**src/rtl/intc_pkg.sv**
```systemverilog
package intc_pkg;

    typedef enum logic [1:0] {
        ST_IDLE  = 2'd0,
        ST_PEND  = 2'd1,
        ST_FETCH = 2'd2
    } arb_state_e;

    localparam logic [1:0] MD_BOOT = 2'b10;

    // Fixed source positions in priority order (lowest index wins).
    localparam int SRC_ILLOP = 0;
    localparam int SRC_SWI   = 1;
    localparam int SRC_XIRQ  = 2;
    localparam int SRC_IRQ   = 3;
    localparam int SRC_CHIP0 = 4;

    // Slots at the top of the table kept for reset-class vectors.
    localparam int RSVD_SLOTS = 3;
    localparam int TOP_OFFSET = 62;

    function automatic logic [5:0] slot_offset(input int src);
        return 6'(TOP_OFFSET - 2 * (src + RSVD_SLOTS));
    endfunction

endpackage

```
**src/rtl/intc_qualify.sv**
```systemverilog
module intc_qualify #(
    parameter int N_CHIP = 19,
    localparam int N_SRC = intc_pkg::SRC_CHIP0 + N_CHIP
) (
    input  logic              illop_req,
    input  logic              swi_req,
    input  logic              xirq_req,
    input  logic              irq_req,
    input  logic [N_CHIP-1:0] chip_req,
    input  logic [N_CHIP-1:0] chip_en,
    input  logic              i_mask,
    input  logic              x_mask,
    output logic [N_SRC-1:0]  pend
);
    import intc_pkg::*;

    assign pend[SRC_ILLOP] = illop_req;
    assign pend[SRC_SWI]   = swi_req;
    assign pend[SRC_XIRQ]  = xirq_req & ~x_mask;
    assign pend[SRC_IRQ]   = irq_req  & ~i_mask;

    for (genvar n = 0; n < N_CHIP; n++) begin : g_chip
        assign pend[SRC_CHIP0 + n] = chip_req[n] & chip_en[n] & ~i_mask;
    end

endmodule

```
**src/rtl/intc_prio.sv**
```systemverilog
module intc_prio #(
    parameter int N_SRC = 23,
    localparam int IDX_W = (N_SRC > 1) ? $clog2(N_SRC) : 1
) (
    input  logic             clk,
    input  logic             rst_n,
    input  logic [N_SRC-1:0] pend,
    output logic             any,
    output logic [IDX_W-1:0] idx
);
    logic [N_SRC-1:0] blocked;
    logic [N_SRC-1:0] grant;

    assign blocked[0] = 1'b0;
    assign grant[0]   = pend[0];
    for (genvar k = 1; k < N_SRC; k++) begin : g_chain
        assign blocked[k] = blocked[k-1] | pend[k-1];
        assign grant[k]   = pend[k] & ~blocked[k];
    end

    assign any = |pend;

    always_comb begin
        idx = '0;
        for (int k = 0; k < N_SRC; k++) begin
            if (grant[k]) idx = IDX_W'(k);
        end
    end


    winner_pending_chk: assert property (@(posedge clk) disable iff (!rst_n)
        any |-> pend[idx]);


    winner_highest_chk: assert property (@(posedge clk) disable iff (!rst_n)
        (any && idx != '0) |-> (pend & ((N_SRC'(1) << idx) - N_SRC'(1))) == '0);

endmodule

```
**src/rtl/intc_vecmap.sv**
```systemverilog
module intc_vecmap #(
    parameter int N_SRC = 23,
    localparam int IDX_W = (N_SRC > 1) ? $clog2(N_SRC) : 1
) (
    input  logic [1:0]       op_mode,
    input  logic [IDX_W-1:0] idx,
    output logic [15:0]      addr,
    output logic             rom
);
    import intc_pkg::*;

    logic [5:0] off;
    logic [9:0] base_hi;

    assign off     = 6'(TOP_OFFSET - 2 * (int'(idx) + RSVD_SLOTS));
    assign base_hi = op_mode[1] ? 10'(16'hBFC0 >> 6) : 10'(16'hFFC0 >> 6);
    assign addr    = {base_hi, off};
    assign rom     = (op_mode == MD_BOOT);

endmodule

```
**src/rtl/intc_masks.sv**
```systemverilog
module intc_masks (
    input  logic clk,
    input  logic rst_n,
    input  logic wr_i,
    input  logic wdata_i,
    input  logic wr_x,
    input  logic wdata_x,
    input  logic set_i,
    input  logic set_x,
    output logic i_mask,
    output logic x_mask
);
    always_ff @(posedge clk or negedge rst_n) begin
        if (!rst_n) begin
            i_mask <= 1'b1;
            x_mask <= 1'b1;
        end else begin
            if (set_i)     i_mask <= 1'b1;
            else if (wr_i) i_mask <= wdata_i;

            if (set_x)                 x_mask <= 1'b1;
            else if (wr_x && !wdata_x) x_mask <= 1'b0;
        end
    end


    x_sw_noset_chk: assert property (@(posedge clk) disable iff (!rst_n)
        (!x_mask && !set_x) |=> !x_mask);


    i_hw_set_chk: assert property (@(posedge clk) disable iff (!rst_n)
        set_i |=> i_mask);

endmodule

```
**src/rtl/intc_vec_arbiter.sv**
```systemverilog
module intc_vec_arbiter #(
    parameter int N_CHIP = 19,
    localparam int N_SRC = intc_pkg::SRC_CHIP0 + N_CHIP,
    localparam int IDX_W = (N_SRC > 1) ? $clog2(N_SRC) : 1
) (
    input  logic              clk,
    input  logic              rst_n,
    input  logic [1:0]        op_mode,
    input  logic              illop_req,
    input  logic              swi_req,
    input  logic              xirq_req,
    input  logic              irq_req,
    input  logic [N_CHIP-1:0] chip_req,
    input  logic [N_CHIP-1:0] chip_en,
    input  logic              wr_i,
    input  logic              wdata_i,
    input  logic              wr_x,
    input  logic              wdata_x,
    input  logic              vec_ack,
    input  logic              fetch_done,
    output logic              int_req,
    output logic              vec_valid,
    output logic [15:0]       vec_addr,
    output logic              vec_rom,
    output logic              i_mask,
    output logic              x_mask
);
    import intc_pkg::*;

    localparam logic [5:0] XIRQ_OFF = slot_offset(SRC_XIRQ);

    arb_state_e       state_q, state_d;
    logic [N_SRC-1:0] pend;
    logic             any_pend;
    logic [IDX_W-1:0] win_idx;
    logic [15:0]      map_addr;
    logic             map_rom;
    logic             take;
    logic             set_i, set_x;

    intc_qualify #(.N_CHIP(N_CHIP)) u_qual (
        .illop_req (illop_req),
        .swi_req   (swi_req),
        .xirq_req  (xirq_req),
        .irq_req   (irq_req),
        .chip_req  (chip_req),
        .chip_en   (chip_en),
        .i_mask    (i_mask),
        .x_mask    (x_mask),
        .pend      (pend)
    );

    intc_prio #(.N_SRC(N_SRC)) u_prio (
        .clk   (clk),
        .rst_n (rst_n),
        .pend  (pend),
        .any   (any_pend),
        .idx   (win_idx)
    );

    intc_vecmap #(.N_SRC(N_SRC)) u_map (
        .op_mode (op_mode),
        .idx     (win_idx),
        .addr    (map_addr),
        .rom     (map_rom)
    );

    assign take  = (state_q == ST_PEND) && vec_ack && any_pend;
    assign set_i = take && (win_idx >= IDX_W'(SRC_XIRQ));
    assign set_x = take && (win_idx == IDX_W'(SRC_XIRQ));

    intc_masks u_masks (
        .clk     (clk),
        .rst_n   (rst_n),
        .wr_i    (wr_i),
        .wdata_i (wdata_i),
        .wr_x    (wr_x),
        .wdata_x (wdata_x),
        .set_i   (set_i),
        .set_x   (set_x),
        .i_mask  (i_mask),
        .x_mask  (x_mask)
    );

    // Next-state logic.
    always_comb begin
        state_d = state_q;
        unique case (state_q)
            ST_IDLE:  if (any_pend) state_d = ST_PEND;
            ST_PEND: begin
                if (!any_pend)    state_d = ST_IDLE;
                else if (vec_ack) state_d = ST_FETCH;
            end
            ST_FETCH: if (fetch_done) state_d = ST_IDLE;
            default:  state_d = ST_IDLE;
        endcase
    end

    // State register.
    always_ff @(posedge clk or negedge rst_n) begin
        if (!rst_n) state_q <= ST_IDLE;
        else        state_q <= state_d;
    end

    // Output process: latched vector and handshake levels.
    always_ff @(posedge clk or negedge rst_n) begin
        if (!rst_n) begin
            vec_addr <= '0;
            vec_rom  <= 1'b0;
        end else if (take) begin
            vec_addr <= map_addr;
            vec_rom  <= map_rom;
        end
    end

    assign int_req   = (state_q == ST_PEND);
    assign vec_valid = (state_q == ST_FETCH);


    vec_hold_chk: assert property (@(posedge clk) disable iff (!rst_n)
        !take |=> ($stable(vec_addr) && $stable(vec_rom)));


    accept_chk: assert property (@(posedge clk) disable iff (!rst_n)
        (int_req && vec_ack && any_pend) |=> (vec_valid && !int_req));


    x_rise_chk: assert property (@(posedge clk) disable iff (!rst_n)
        $rose(x_mask) |-> (vec_valid && vec_addr[5:0] == XIRQ_OFF));


    rom_base_chk: assert property (@(posedge clk) disable iff (!rst_n)
        vec_rom |-> (vec_addr[15:12] == 4'hB));

endmodule

```
**config.mk**
```make
export PLATFORM = sky130hd
export DESIGN_NAME = intc_vec_arbiter
export DESIGN_NICKNAME = d
export VERILOG_FILES = /design/src/rtl/intc_pkg.sv /design/src/rtl/intc_qualify.sv /design/src/rtl/intc_prio.sv /design/src/rtl/intc_vecmap.sv /design/src/rtl/intc_masks.sv /design/src/rtl/intc_vec_arbiter.sv
export SDC_FILE = /design/constraint.sdc
export NUM_CORES = 1
export LEC_CHECK = 0
export BUFFER_PORTS_ARGS = -buffer_cell sky130_fd_sc_hd__buf_4
export CAP_MARGIN = 20
export CORE_AREA = 2 2 58 60
export CTS_CLUSTER_DIAMETER = 200
export DETAILED_ROUTE_END_ITERATION = 6
export DIE_AREA = 0 0 60 62
export PLACE_DENSITY = 0.74
export SYNTH_ARGS = -nofsm -noshare
export SYNTH_HDL_FRONTEND = slang
export SYNTH_SLANG_ARGS = --single-unit
```
**constraint.sdc**
```tcl
create_clock -name clk -period 2.59 [get_ports clk]
set_input_delay 0.1295 -clock clk [delete_from_list [all_inputs] [get_ports clk]]
set_output_delay 0.1295 -clock clk [all_outputs]
set_load 0.005 [all_outputs]
```
After elaboration in Yosys (flattened, before gate mapping)
Cells that the tools add are included.
{"block": "word_totals", "register_bits": 21, "inputBits": 52}
{"block": "classes", "add_sub_neg": 2, "order_cmp": 1, "n_eq_ne": 7, "mux": 32, "bitwise_logic": 107, "n_reduce_logical": 11}
{"op": "2-to-1 mux 5 bit", "count": 21}
{"op": "bitwise AND 1 bit", "count": 62}
{"op": "inverter 1 bit", "count": 24}
{"op": "OR reduction 23 bit", "count": 1}
{"op": "OR 1 bit", "count": 21}
{"op": "2-to-1 mux 9 bit", "count": 1}
{"op": "2-to-1 mux 2 bit", "count": 4}
{"op": "one-hot mux 2 bit (3 select lines)", "count": 1}
{"op": "subtractor 2 x 6 -> 6 bit, first input constant", "count": 1}
{"op": "adder 5 x 2 -> 5 bit, second input constant", "count": 1}
{"op": "== test 5 x 2 -> 1 bit, second input constant", "count": 1}
{"op": "greater-or-equal comparator 5 x 2 -> 1 bit, second input constant", "count": 1}
{"op": "logical AND 1 bit", "count": 5}
{"op": "2-to-1 mux 1 bit", "count": 5}
{"op": "== test 2 bit, second input constant", "count": 2}
{"op": "inequality test 2 bit, second input constant", "count": 2}
{"op": "nonzero test 2 bit", "count": 2}
{"op": "inequality test 3 bit, second input constant", "count": 1}
{"op": "AND reduction 3 bit", "count": 1}
{"op": "== test 2 x 1 -> 1 bit, second input constant", "count": 1}
{"op": "logical NOT 2 bit", "count": 1}
{"op": "logical NOT 1 bit", "count": 1}

Longest topological paths before layout
{"block": "depth", "word_depth": 28, "depth_mapped": 10, "depth_no_buf": 9}

By module
From an unflattened synthesis, not the netlist that was laid out.
{"block": "hier_totals", "hier_cells": 154, "hier_area_um2": 1615.3}
{"module": "intc_vec_arbiter", "n_inst": 1, "cells_each": 49, "area_each_um2": 838.3, "seq_area_each_um2": 475.5}
{"module": "intc_prio", "n_inst": 1, "cells_each": 51, "area_each_um2": 319.1, "seq_area_each_um2": 0.0}
{"module": "intc_qualify", "n_inst": 1, "cells_each": 25, "area_each_um2": 216.5, "seq_area_each_um2": 0.0}
{"module": "intc_vecmap", "n_inst": 1, "cells_each": 23, "area_each_um2": 160.2, "seq_area_each_um2": 0.0}
{"module": "intc_masks", "n_inst": 1, "cells_each": 6, "area_each_um2": 81.3, "seq_area_each_um2": 52.6}

Worst setup path after synthesis
Ideal clock, no wire load.
{"block": "synth_path", "kind": "register to register", "from": "reg u_masks.i_mask", "to": "reg vec_addr[5]", "t_arrival_ps": 2681, "required_ps": 2468, "setup_slack_ps": -213, "stages_incl_launch_ff": 10, "period_less_slack_ps": 2803, "cell_sequence": "dfstp_2 > inv_2 > a2111o_1 > nor2_4 > nand2_1 > a221o_1 > and2_1 > ha_1 > or3b_1 > a32o_1"}
{"block": "synth_via", "elab_chain_len": 26, "word_cells_on_any_way": 103, "classes_between": "2 x add/sub; 20 x mux; 79 x bitwise; 2 x reduce/logical"}
{"element": "start, declared", "line": "intc_masks.sv:10", "text": "output logic i_mask,"}
{"element": "start signal, assigned", "line": "intc_masks.sv:19", "text": "else if (wr_i) i_mask <= wdata_i;"}
{"element": "inverter 1 bit *", "line": "intc_qualify.sv:20, intc_qualify.sv:23"}
{"element": "bitwise AND 1 bit", "line": "intc_qualify.sv:20", "text": "assign pend[SRC_IRQ] = irq_req & ~i_mask;"}
{"element": "OR 1 bit", "line": "intc_prio.sv:17", "text": "assign blocked[k] = blocked[k-1] | pend[k-1];"}
{"element": "OR 1 bit / inverter 1 bit (equally long branches)", "line": "intc_prio.sv:17, intc_prio.sv:18"}
{"element": "OR 1 bit (tied with other cells) (5 in series)", "line": "intc_prio.sv:17"}
{"element": "inverter 1 bit (tied with other cells)", "line": "intc_prio.sv:18", "text": "assign grant[k] = pend[k] & ~blocked[k];"}
{"element": "bitwise AND 1 bit (tied with other cells)", "line": "intc_prio.sv:18"}
{"element": "2-to-1 mux 5 bit (tied with other cells) (11 in series)", "line": "intc_prio.sv:26", "text": "if (grant[k]) idx = IDX_W'(k);"}
{"element": "2-to-1 mux 5 bit / bitwise AND 1 bit (equally long branches)", "line": "intc_prio.sv:26, intc_prio.sv:18"}
{"element": "2-to-1 mux 5 bit", "line": "intc_prio.sv:26"}
{"element": "adder 5 x 2 -> 5 bit", "line": "intc_vecmap.sv:15", "text": "assign off = 6'(TOP_OFFSET - 2 * (int'(idx) + RSVD_SLOTS));"}
{"element": "subtractor 2 x 6 -> 6 bit", "line": "intc_vecmap.sv:15"}
{"element": "end signal, assigned", "line": "intc_vec_arbiter.sv:111", "text": "vec_addr <= map_addr;"}
{"element": "end, declared", "line": "intc_vec_arbiter.sv:23", "text": "output logic [15:0] vec_addr,"}
Every way passes the cells marked *; elsewhere a longest branch is shown, timed or not.
A chain may end at the register's enable or synchronous reset.

Worst setup path after layout
Ends and elaborated chain as after synthesis.

==> qor.log <==
[power_and_ir_drop] switching part of the total power 36.3%
[drt] number of design-rule violations left by the first detailed-router iteration 50
[power_and_ir_drop] cell-internal power 0.000646 W
[die] core footprint 3180 sq um
[cts] clock tree from TritonCTS built
[final_layout] non-filler cells, final 272
[sta] upper clock frequency limit 0.379 GHz
[power_and_ir_drop] worst ir drop on vdd 446 uV
[die] io pins 73
[synthesis] largest area contributor in the synthesized netlist dfrtp_1
[critical_path] largest fanout on the critical path 5
[synthesis] number of flip-flops and latches in the synthesized netlist 12
[grt] via count of the first global-routing pass 1,219
[drt] remaining antenna violation count 0
[power_and_ir_drop] P_sw 0.000368 W
[synthesis] fraction of registers with async set/reset 100%
[sta] Final min period 2640 ps
[cts] H-tree lvl count 1
[synthesis] Seq/Total Area, Yosys 26.9%
[cts] clock net sink count 12
[grt] GRT Overall Usage 17.5%
[power_and_ir_drop] part of the total power dissipated in the clock network 11.5%
[sta] setup repair after global routing missed its margin yes
[power_and_ir_drop] part of the power in registers 32.2%
[cts] clk slew on worst S/H paths 70 ps
[placement] detailed-placement wirelength estimate 2.57 mm
[critical_path] launching element type of the critical path register
[sta] final hold violations 0
[final_layout] most common library cell in the layout ignoring fill and taps buf_4
[placement] post-detailed-placement cell area 1730 sq um
[sta] Setup WS post-layout -49.3 ps
[power_and_ir_drop] relative contribution of combinational cells to total power 56.3%
[sta] smallest hold slack 33.8 ps
[placement] RD Place Congestion 0.834
[drt] Pre-Repair DR Iteration Count 4
[cts] clk buf depth 2
[synthesis] EDFF count, synth 0
[grt] Congestion Overflow GR 0
[die] die width 60 um
[final_layout] leading cell types in the layout, fill and taps excluded buf_4, nand2_1, dfrtp_1
[sta] final worst-path cycle share 102%
[synthesis] cell count after synthesis 146
[die] Die Footprint 3720 sq um
[final_layout] post-layout instance area 1840 sq um
[synthesis] number of distinct library cell variants in the gate-level netlist after synthesis 47
[critical_path] data required time of the worst path 2740 ps
[critical_path] category of the worst setup path capture point register
[synthesis] area share of the largest cell type after synthesis 22.2%
[drt] wire length per cell 11.7 um
[final_layout] number of diodes added for antenna fixing 0
[sta] pins over their slew limit 0
[synthesis] top_reg_cell synth dfrtp_1
[die] num rows 21
[sta] Fin Clk Skew 1.46 ps
[cts] clock tree root driver cell clkbuf_4
[outcome] outcome finished, violations left
[outcome] failing checks negative setup slack
[power_and_ir_drop] Leak 0.875 nW
[die] floorplan die height 62 um
[synthesis] mean instance size in the synthesized netlist 7.72 sq um
[final_layout] fill cell count 298
[placement] port buffer count 71
[final_layout] final-stage net count 281
[critical_path] data arrival at the endpoint of the critical path 2790 ps
[synthesis] Area contributors post-synth dfrtp_1, nand2_1, buf_4, dfstp_2, a32o_1
[grt] initial antenna violation count 0
[worst_hold_path] class of the worst hold path input port to register
[grt] wire length of the first global-routing pass 5.09 mm
[sta] final count of negative-setup-slack endpoints 1
[drt] post-detailed-route via-to-cell ratio 5.03
[drt] final WL 3.18 mm
[drt] residual DRC count 0
[cts] worst-skew pair later-pin latency 260 ps
[placement] number of cells in the design after placement 262
[critical_path] CP Class register to register
[power_and_ir_drop] Design Power 0.00101 W
[final_layout] Post-Route Utilization 57.9%
[job] number of maximum-capacitance violations 0
[die] starting utilization of the core area 35.5%
[drt] routed vias 1,369
[power_and_ir_drop] pwr dens 551 nW/um^2
[grt] pin count of the biggest net entering global routing 16
[synthesis] number of warnings printed during yosys synthesis 0
[synthesis] Post-Syn Area 1130 sq um
[synthesis] syn_nets 200
[final_layout] share of post-route cells with drive strength above 1 46.9%
[final_layout] Area Growth Syn to Fin 63.3%
[cts] total clock buffers created by CTS 3
## timing repair
item / in CTS / in global routing
gates resized for setup: 4 / 3
setup buffers: 1 / 4
hold buffers: 1 / 0
endpoints found under the setup margin: 3 / 4
hold endpoints to repair: 12 / 0
pin swaps: 1 / 1
## Yosys cell counts, drive strengths merged (2+ instances only)
library cell and count:
o31ai 2, ha 2, o41ai 2, a2111oi 2
a21oi 8, or3b 2, nor2b 3, a21o 2
nand2b 3, dfrtp 10, nand3 3, a32o 4
nand2 30, o21a 2, inv 6, o21ai 8
nor3 6, dfstp 2, nor2 8, a22oi 4
a31oi 6, a211oi 2, buf 12
## registers in the layout, summed over array words and instances (netlist names)
register	cells
vec_addr	7
u_masks.i_mask	1
u_masks.x_mask	1
vec_rom	1
state_q	2
## per-layer routing
metal	GRT usage [%]	vias up	routed length, um
li1	-	699	-
met2	29.3	54	1460
met5	0	-	0
met3	4.35	2	240
met1	23.9	614	1470
met4	1.59	0	8
## layout make-up
class,instances,area (sq um),share of cell area [%]
Clock buffer,4,26.3,1.43
Inverter,6,22.5,1.22
Multi-Input combinational cell,116,768,41.7
Sequential cell,12,303,16.5
Tap cell,46,57.6,3.13
Timing Repair Buffer,88,663,36.0
## power by group through the flow
stage	Combinational, W	Clock (W)	Sequential [W]
after detailed placement	0.000532	0	0.000327
after floorplan	0.000260	0	0.000323
final	0.000571	0.000116	0.000327
after global placement	0.000528	0	0.000326
after global routing	0.000636	0.000132	0.000338
after CTS	0.000549	0.000122	0.000326
## cells by family (layout without fill, tap and decap cells)
logic type | Yosys count | in the layout | share of synthesized area, %
adders and majority gates | 2 | 2 | 2.22
DFF | 12 | 12 | 26.9
xor gates and xnor gates | 1 | 1 | 0.777
other | 1 | 1 | 0.333
muxes | 1 | 1 | 0.999
AOI/OAI and AO/OA | 51 | 51 | 32.7
buffers and inverters | 18 | 98 | 9.32
and+or+nand+nor | 60 | 60 | 26.8
## worst max-delay path, cell delays in order, from the launching register on
cell	delay (ps)
dfstp_2	580
inv_2	50
a2111o_1	450
nor2_4	130
nand2_1	60
a221o_1	330
and2_4	190
ha_4	150
or3b_1	340
a32o_1	230
## worst paths after layout
kind / startpoint / depth (start not counted) / end / slack, ps
setup / recovery: u_masks.i_mask / 9 / vec_addr[5] / -50
hold / removal: wr_i / 2 / u_masks.i_mask / 30
setup reg to reg: u_masks.i_mask / 9 / vec_addr[5] / -50
hold reg to reg: vec_addr[14] / 2 / vec_addr[14] / 490
max in group asynchronous: rst_n / 2 / u_masks.i_mask / 2130
min in group asynchronous: rst_n / 2 / vec_addr[14] / 240
## metrics by stage
| stage | setup TNS, ps | setup WS, ps |
|---|---|---|
| after CTS | -27.2 | -27.2 |
| after detailed placement | -110 | -66.6 |
| after global routing | -324 | -152 |
| final | -49.3 | -49.3 |
| after floorplan | -1.55 | -1.55 |
| after global placement | 0 | 22.3 |
Power figures use the tool's default switching activity.
